[src/rtl/dac_frame_rx.sv]
module dac_frame_rx #(
  parameter int FRAME_BITS = 24,
  localparam int CODE_BITS = (FRAME_BITS == 16) ? 14 : 16,
  localparam int CNT_W = $clog2(FRAME_BITS)
) (
  input  logic                 clk,
  input  logic                 rst_n,
  input  logic                 sclk,
  input  logic                 sync_n,
  input  logic                 sdi,
  output logic [CODE_BITS-1:0] code,
  output logic [1:0]           pd_mode,
  output logic                 upd
);

  logic [2:0]            sclk_q;
  logic [1:0]            sync_q;
  logic [1:0]            sdi_q;
  logic                  sync_d;
  logic                  armed;
  logic [CNT_W-1:0]      cnt;
  logic [FRAME_BITS-2:0] shreg;

  wire sclk_fall   = sclk_q[2] & ~sclk_q[1];
  wire sync_low    = ~sync_q[1];
  wire frame_start = sync_d & sync_low;
  wire [FRAME_BITS-1:0] frame = {shreg, sdi_q[1]};

  always_ff @(posedge clk) begin
    if (!rst_n) begin
      sclk_q <= '1;
      sync_q <= '1;
      sync_d <= 1'b1;
      sdi_q  <= '0;
    end else begin
      sclk_q <= {sclk_q[1:0], sclk};
      sync_q <= {sync_q[0], sync_n};
      sync_d <= sync_q[1];
      sdi_q  <= {sdi_q[0], sdi};
    end
  end

  always_ff @(posedge clk) begin
    if (!rst_n) begin
      armed   <= 1'b0;
      cnt     <= '0;
      shreg   <= '0;
      code    <= '0;
      pd_mode <= '0;
      upd     <= 1'b0;
    end else begin
      upd <= 1'b0;
      if (!sync_low) begin
        armed <= 1'b0;
      end else if (frame_start) begin
        armed <= 1'b1;
        cnt   <= '0;
      end else if (armed && sclk_fall) begin
        shreg <= frame[FRAME_BITS-2:0];
        cnt   <= cnt + CNT_W'(1);
        if (cnt == CNT_W'(FRAME_BITS - 1)) begin
          armed   <= 1'b0;
          pd_mode <= frame[FRAME_BITS-1 -: 2];
          code    <= frame[FRAME_BITS-3 -: CODE_BITS];
          upd     <= 1'b1;
        end
      end
    end
  end

endmodule

[config.mk]
export PLATFORM = sky130hd
export DESIGN_NAME = dac_frame_rx
export DESIGN_NICKNAME = d
export VERILOG_FILES = /design/src/rtl/dac_frame_rx.sv
export SDC_FILE = /design/constraint.sdc
export NUM_CORES = 1
export LEC_CHECK = 0
export CORE_MARGIN = 3
export CORE_UTILIZATION = 35
export DETAILED_ROUTE_END_ITERATION = 8
export PLACE_DENSITY_LB_ADDON = 0.1
export SYNTH_ARGS = -nofsm -noshare
export SYNTH_HDL_FRONTEND = slang
export SYNTH_SLANG_ARGS = --single-unit
[constraint.sdc]
create_clock -name clk -period 2.1 [get_ports clk]
set_input_delay 0.525 -clock clk [delete_from_list [all_inputs] [get_ports clk]]
set_output_delay 0.525 -clock clk [all_outputs]
set_load 0.02 [all_outputs]
Word level (Yosys, flattened, before mapping). Cells that the tools add are included.

Input port bits: 5. Bits in registers: 56. Output and inout bits: 19.

Mux-type cells: 6. Reduce and logical (&&, ||, !) cells: 9. Bitwise gates (word level): 7. Eq/ne operators: 1. Add/sub/neg operators: 1.

Operator list (count): 5-bit 2-to-1 mux (2); 5-bit by 1-bit adder with 5-bit output (second input constant) (1); 5-bit == test (second input constant) (1); 1-bit NOT (5); 1-bit 2-to-1 mux (4); 2-bit AND reduction (2); 4-bit AND reduction (1); 2-bit nonzero test (2); 4-bit OR reduction (1); 3-bit AND reduction (1); 1-bit AND (2); 2-bit OR reduction (1); 1-bit logical AND (1).

Depth between registers and ports, before layout. Gate-level depths: netlist of the first run.

Word-level depth: 5. Mapped depth: 6. Depth with buffers taken out: 4.

Worst setup path before layout of the first run. No wires, ideal clock.

Path kind: register to register. Start point: reg sync_q[1]. End point: reg code[10]. Stages on the path, launching flop included: 7. Setup slack: 0.717 ns. Data required time: 2.028 ns. Arrival: 1.311 ns. Path buffers: 3. Cells stage by stage: dfxtp_1 or2_1 buf_6 nor3_4 buf_6 buf_12 mux2i_1.

Longest elaborated chain between the ends: 4.

Ends and longest elaborated chain: from (decl) (line 17) `logic [1:0] sync_q;`; from (signal assigned) (line 37) `sync_q <= {sync_q[0], sync_n};`; 1-bit NOT (no line) *; 1-bit AND (line 26) `wire frame_start = sync_d & sync_low;`; 1-bit NOT (no line); 4-bit AND reduction (no line) *; to (signal assigned) (line 64) `code <= frame[FRAME_BITS-3 -: CODE_BITS];`; to (decl) (line 11) `output logic [CODE_BITS-1:0] code,`.

Every way passes the cells marked *; elsewhere a longest branch is shown, timed or not. A chain may end at the register's enable or synchronous reset.

Final worst setup path of the first run.
Start point: reg code[6]. End point: out code[6].

No word-level cell between the ends.

==> results of run 1 <==
## synth_stat cells (all sizes together)
| cell type | number | area, um2 |
|---|---|---|
| a21boi | 23 | 172.7 |
| a21oi | 3 | 15.01 |
| a31o | 1 | 8.760 |
| and2 | 5 | 31.28 |
| and3b | 1 | 8.760 |
| buf | 4 | 47.54 |
| clkbuf | 17 | 63.81 |
| dfxtp | 56 | 1121 |
| ha | 1 | 12.51 |
| inv | 1 | 3.750 |
| mux2i | 18 | 180.2 |
| nand2 | 38 | 142.6 |
| nand2b | 6 | 37.54 |
| nand3 | 26 | 130.1 |
| nand3b | 2 | 15.01 |
| nand4 | 1 | 6.260 |
| nand4b | 2 | 17.52 |
| nor2 | 1 | 3.750 |
| nor3 | 1 | 16.27 |
| nor4 | 2 | 12.51 |
| o211a | 2 | 20.02 |
| o21ai | 26 | 130.1 |
| o31a | 2 | 17.52 |
| o31ai | 1 | 7.510 |
| or2 | 1 | 6.260 |
## cell families after synthesis
family	share of synthesized area
fa+ha+maj	0.005614
simple gates	0.1920
flops	0.5031
compound gates	0.1668
buf+inv	0.05165
mux	0.08085
## power by group
group	leakage [nW]	internal, W	switching (W)
clock network	0.0510	0.000264	0.000341
logic	0.368	0.0000207	0.0000268
registers	0.453	0.00107	0.00000361
total	0.871	0.00135	0.000371
## through the flow
stage	instances	hold WS (ns)
3_5_place_dp	329	0.4004
5_1_grt	337	0.4321
4_1_cts	337	0.4238
2_1_floorplan	241	0.3863
6_report	337	0.4225
3_3_place_gp	329	0.3916
## worst max path at each step
| stage | slack (ns) | start | to |
|---|---|---|---|
| 2_1_floorplan | 0.72 | sync_q[1]$_SDFF_PN1_ | code[10]$_SDFFE_PN0P_ |
| 3_3_place_gp | 0.64 | rst_n | armed$_SDFFE_PP0P_ |
| 3_5_place_dp | 0.59 | sync_q[1]$_SDFF_PN1_ | code[13]$_SDFFE_PN0P_ |
| 4_1_cts | 0.30 | code[6]$_SDFFE_PN0P_ | code[6] |
| 5_1_grt | 0.24 | code[6]$_SDFFE_PN0P_ | code[6] |
| 6_report | 0.31 | code[6]$_SDFFE_PN0P_ | code[6] |
## area by class of cell
type                       instances  area, um2  area share
inverter                           1      3.754    0.001431
clock inverter                     2      10.01    0.003815
sequential                        56       1121      0.4273
tap                               75      93.84     0.03577
multi-input combinational        163      992.2      0.3782
clock buffer                       6      82.58     0.03147
timing repair buffer              34      320.3      0.1221
## registers in the layout (all words and copies together) (netlist names)
| name | cells |
|---|---|
| shreg | 23 |
| code | 16 |
| cnt | 5 |
| sclk_q | 3 |
| pd_mode | 2 |
| sdi_q | 2 |
| sync_q | 2 |
| armed | 1 |
| sync_d | 1 |
| upd | 1 |
## placed cells by master (no fill, tap or decap), drive strengths merged
cell type,count
clkbuf,6
inv,1
ha,1
nand3,26
or2,1
mux2i,18
a31o,1
o31ai,1
nand3b,2
nand2,38
clkinv,2
o211a,2
and2,5
nand2b,6
o31a,2
buf,12
a21oi,3
and3b,1
clkdlybuf4s50,22
nor4,2
o21ai,26
nor3,1
nand4b,2
nand4,1
dfxtp,56
a21boi,23
nor2,1
## metal layers
| layer | vias up | share of wire |
|---|---|---|
| met1 | 821 | 0.50 |
| met5 | - | 0 |
| li1 | 871 | - |
| met2 | 30 | 0.45 |
| met4 | 0 | 0.016 |
| met3 | 8 | 0.040 |
==> results.md, run 1 <==
- Status: finished, final reports clean
- Rel. slew slack: 0.6938
- Die footprint: 0.007360 mm2
- Chip width: 85.79 um
- Clock buffer depth: 2
- Hold Fails Final Rpt: 0
- Detailed-route via count: 1730
- Startpoint of the most critical hold path: sync_q[0]$_SDFF_PN1_
- Final WL: 4247 um
- I/O Buffers: 23
- CP Cell Sequence: clkdlybuf4s50_1
- Die extent in y: 85.79 um
- Final-report setup violation count: 0
- Max H-tree Level: 2
- CTS tree: built
- Maximum ir drop on the vdd rail: 0.3895 mV
- Min-Delay Path Depth: 1
- Start of the worst register-to-register path: sync_q[1]$_SDFF_PN1_
- Required time reported for the critical path endpoint: 1.57 ns
- TritonCTS Sinks: 56
- Stages on worst setup path: 1
- Clock transition at the register clock pins on the worst setup and hold paths after CTS: 0.10 ns
- Routed via count divided by cell count: 5.134
- Layout-stage area growth over the synthesis result: 17.74%
- Placed cell area: 0.002531 mm2
- Global-route track usage on met2: 0.2041
- Lkg Pwr: 0.8713 nW
- GR Layer Usage met3: 0.02882
- Power Dens Cells: 656.9 mW/mm2
- Cells after Synth: 241
- Final worst-path cycle share: 0.8521
- WL/cell: 12.60 um
- Total negative slack for setup checks: 0 ns
- #FFs+latches synth: 56
- Unrepaired setup endpoints after global routing: false
- Initial antenna violation count: 0
- Aggregate global routing overflow: 0
- Worst-path maximum fanout: 2
- Clock insertion delay at the later pin of the skew report: 0.31 ns
- Crit path capture type: output pin
- Upper clock frequency limit: 558.9 MHz
- End of the worst hold path: sync_q[1]$_SDFF_PN1_
- Reg-to-Reg End: code[13]$_SDFFE_PN0P_
- Slew Limit Fails: 0
- Top-level I/O count: 24
- Clock tree skew after final layout: 0.009522 ns
- Minimum setup slack among reg-to-reg paths: 0.61 ns
- Measured slew at the worst slew-check pin: 0.4594 ns
- Top cell family by delay on the critical path: buffers and inverters
- Synth Net Count: 247
- Post-layout nets: 267
- Total GRT Usage: 0.1279
- Wire length of the first global-routing pass: 7721 um
- Number of buffers inserted to repair setup after CTS: 0
- Type of the worst min-delay path: register to register
- Cell area after synthesis: 0.002228 mm2
- Count of fill cells added during filler insertion: 609
- Core Footprint: 0.006026 mm2
- Antenna Diode Count: 0
- Worst setup path category: register to output pin
- Number of gates resized after CTS: 0
- Remaining number of nets flagged by the antenna check after routing: 0
- Cts-stage hold buffer count: 0
- Buf+Inv Stages, Crit Path: 1
- Rows: 28
- Total CTS buffers: 5
- Total iterations of the first detailed-routing run: 4
- Worst Setup Slack post-DPL: 0.5861 ns
- Number of cells on the worst reg-to-reg path: 4
- Met1 Track Usage GR: 0.1675
- Kind of start point of the critical path: register
- Slowest stage cell on the critical path: sky130_fd_sc_hd__clkdlybuf4s50_1
- DRC violations left: 0
- Starting utilization of the core area: 0.3698
- Max stage delay on crit path: 0.61 ns
- Initial detailed-routing violation count: 79
- Synth unique cells: 28
- Routability-driven placement congestion ratio: 0.7588
- Average size of a mapped cell: 9.246 um2
- Worst path arrival time: 1.26 ns
- HPWL after detailed placement: 2812 um
- Number of global-route vias before repair: 1664
- Largest net degree at the start of global routing: 40
- Root Buffer: sky130_fd_sc_hd__clkbuf_8
- Final Instance Area: 0.002624 mm2
- Util after Layout: 0.4354
- Total of warnings raised by yosys: 0
- Slack of the critical path: 0.3106 ns
- Max-cap violations: 0
- Fraction of layout cells with a size suffix above 1: 0.08397
- Global-route layer with the greatest usage: met2
- Proportion of synthesized chip area in sequential cells: 0.5031
- Min Clock Period, post-route: 1.789 ns
- Total power: 0.001724 W
Power figures use the tool's default switching activity.
==> run 2: changes to the inputs <==
--- a/config.mk
+++ b/config.mk
@@ -8,6 +8,7 @@
 export CORE_MARGIN = 3
 export CORE_UTILIZATION = 35
 export DETAILED_ROUTE_END_ITERATION = 8
+export GPL_ROUTABILITY_DRIVEN = 0
 export PLACE_DENSITY_LB_ADDON = 0.1
 export SYNTH_ARGS = -nofsm -noshare
 export SYNTH_HDL_FRONTEND = slang
==> constraint.sdc (replaced) <==
create_clock -name clk -period 1.53 [get_ports clk]
set_input_delay 0.3825 -clock clk [delete_from_list [all_inputs] [get_ports clk]]
set_output_delay 0.3825 -clock clk [all_outputs]
set_load 0.02 [all_outputs]
==> results.md, run 2 (synthesis gave the netlist of run 1 again) <==
- Status: finished, final reports clean
- Total GRT Usage: 0.1265
- Util after Layout: 0.4481
- Final worst-path cycle share: 0.9617
- Number of cells on the worst reg-to-reg path: 6
- Antenna Diode Count: 0
- HPWL after detailed placement: 2856 um
- Slowest stage cell on the critical path: sky130_fd_sc_hd__dfxtp_4
- Total CTS buffers: 5
- Wire length of the first global-routing pass: 7452 um
- Sw Share: 0.2155
- Clock transition at the register clock pins on the worst setup and hold paths after CTS: 0.09 ns
- Slack of the critical path: 0.05853 ns
- Part of the power in the clock network: 0.332
- Commonest cells after routing, fill and taps aside: sky130_fd_sc_hd__dfxtp_1, sky130_fd_sc_hd__nand2_1, sky130_fd_sc_hd__nand3_1, sky130_fd_sc_hd__o21ai_0, sky130_fd_sc_hd__a21boi_0
- Top-level I/O count: 24
- DRC violations left: 0
- Largest net degree at the start of global routing: 45
- Initial antenna violation count: 0
- Initial detailed-routing violation count: 81
- Required time reported for the critical path endpoint: 1.77 ns
- Worst Setup Slack post-DPL: 0.08824 ns
- Lkg Pwr: 0.9995 nW
- Unrepaired setup endpoints after global routing: true
- CP Cell Sequence: ha_4 > nand4b_1 > nor3_4 > buf_4 > clkbuf_16 > mux2i_1
- Final WL: 4560 um
- Min Clock Period, post-route: 1.471 ns
- Maximum ir drop on the vdd rail: 0.5867 mV
- Root Buffer: sky130_fd_sc_hd__clkbuf_8
- Kind of start point of the critical path: register
- Origin of the worst setup path: cnt[0]$_SDFFE_PN0P_
- Detailed-route via count: 1745
- Rel. slew slack: 0.7702
- Remaining number of nets flagged by the antenna check after routing: 0
- Starting utilization of the core area: 0.3698
- Slew Limit Fails: 0
- Worst-path maximum fanout: 5
- Top cell family by delay on the critical path: simple AND/OR/NAND/NOR gates
- Layout-stage area growth over the synthesis result: 21.17%
- Clock tree skew after final layout: 0.004758 ns
- Max stage delay on crit path: 0.38 ns
- Worst setup path category: register to register
- Clock buffer depth: 2
- WL/cell: 13.26 um
- Cts-stage hold buffer count: 0
- Largest register FFs: 23
- Top flop regs: shreg x23, code x16, cnt x5
- Start of the worst register-to-register path: cnt[0]$_SDFFE_PN0P_
- Power Dens Cells: 852.2 mW/mm2
- Upper clock frequency limit: 679.6 MHz
- Clock insertion delay at the later pin of the skew report: 0.30 ns
- Die extent in y: 85.79 um
- Switching power total: 0.0004958 W
- Type of the worst min-delay path: register to register
- Crit path capture type: register
- Max-cap violations: 0
- Measured slew at the worst slew-check pin: 0.3446 ns
- Final-report setup violation count: 0
- Number of global-route vias before repair: 1603
- Stages on worst setup path: 6
- Chip width: 85.79 um
- Top reg by flops: shreg
- CTS tree: built
- Aggregate global routing overflow: 0
- Reg-to-Reg End: pd_mode[1]$_SDFFE_PN0P_
- Core Footprint: 0.006026 mm2
- Share of total power in sequential cells: 0.638
- Part of the total power dissipated in combinational logic: 0.030
- Rows: 28
- Fraction of layout cells with a size suffix above 1: 0.1190
- Worst path arrival time: 1.71 ns
- Int Power: 0.001805 W
- Minimum setup slack among reg-to-reg paths: 0.06 ns
- I/O Buffers: 23
- Total negative slack for setup checks: 0 ns
- Post-layout nets: 275
- Hold Fails Final Rpt: 0
- Most common cell after layout, fill and taps aside: sky130_fd_sc_hd__dfxtp_1
- Buf+Inv Stages, Crit Path: 2
- Max H-tree Level: 2
- Die footprint: 0.007360 mm2
- Total iterations of the first detailed-routing run: 5
- Routed via count divided by cell count: 5.073
- TritonCTS Sinks: 56
- Worst setup path end: pd_mode[1]$_SDFFE_PN0P_
-- run 2: cell count changes in the layout (fill, tap and decap cells not counted), sizes merged --
cell           change
clkdlybuf4s50     -19
clkinv             -1
clkinvlp           +1
dlygate4sd2       +19
buf                +7
-- run 2: power groups by stage --
stage                     combinational [W]  sequential (W)  clock, W
after CTS                         0.0000708         0.00147  0.000806
after global routing              0.0000770         0.00147  0.000858
after floorplan                   0.0000421         0.00150         0
after detailed placement          0.0000708         0.00150         0
after global placement            0.0000708         0.00150         0
final                             0.0000697         0.00147  0.000764
-- run 2: timing repair --
action	CTS	global route
endpoints found under the hold margin	0	0
gates resized for setup	19	5
endpoints found under the setup margin	19	18
setup buffers	0	3
gates cloned	0	2
pin swaps	0	1
-- run 2: how the worst min path moves through the flow --
stage / startpoint / to / slack [ns] / cells past startpoint
after floorplan: sclk_q[0]$_SDFF_PN1_ / sclk_q[1]$_SDFF_PN1_ / 0.39 / 1
after global placement: sync_q[0]$_SDFF_PN1_ / sync_q[1]$_SDFF_PN1_ / 0.39 / 1
after detailed placement: sclk_q[0]$_SDFF_PN1_ / sclk_q[1]$_SDFF_PN1_ / 0.39 / 1
after CTS: sclk_q[0]$_SDFF_PN1_ / sclk_q[1]$_SDFF_PN1_ / 0.42 / 1
after global routing: rst_n / sclk_q[0]$_SDFF_PN1_ / 0.43 / 2
final: sclk_q[0]$_SDFF_PN1_ / sclk_q[1]$_SDFF_PN1_ / 0.41 / 1
-- run 2: routing by layer --
metal	wire [um]	GRT usage	vias up
met4	59	0.05180	0
met1	2131	0.1599	830
met5	0	0	-
met2	2228	0.2083	26
met3	141	0.02882	5
li1	-	-	884
-- run 2: stage by stage --
stage	power, W	hold slack [ns]	cell area (um2)	cells
finish	0.002301	0.4128	2700	344
global route	0.002405	0.4296	2700	344
CTS	0.002346	0.4161	2624	339
detailed placement	0.001574	0.3921	2566	332
global placement	0.001574	0.3880	2566	332
floorplan	0.001545	0.3863	2228	241
-- run 2: final cells by class --
type,instances,area (um2)
flip-flops and latches,56,1126
inverters,1,3.754
clock buffers,5,68.82
clock inverters,2,12.51
fillers,641,3326
well taps,75,93.84
repair buffers,42,390.4
multi-input cells,163,1005
-- run 2: worst register-to-register path, cell delays in order, from the launching register on --
cell,delay (ns)
sky130_fd_sc_hd__dfxtp_4,0.38
sky130_fd_sc_hd__ha_4,0.14
sky130_fd_sc_hd__nand4b_1,0.17
sky130_fd_sc_hd__nor3_4,0.24
sky130_fd_sc_hd__buf_4,0.17
sky130_fd_sc_hd__clkbuf_16,0.15
sky130_fd_sc_hd__mux2i_1,0.17
==> run 3: changes to the inputs <==
--- a/config.mk
+++ b/config.mk
@@ -5,6 +5,7 @@
 export SDC_FILE = /design/constraint.sdc
 export NUM_CORES = 1
 export LEC_CHECK = 0
+export ABC_CLOCK_PERIOD_IN_PS = 1530
 export CORE_MARGIN = 3
 export CORE_UTILIZATION = 35
 export DETAILED_ROUTE_END_ITERATION = 8
==> results of run 3 <==
Same layout as run 2: the final DEF is identical, and so are final timing and power.
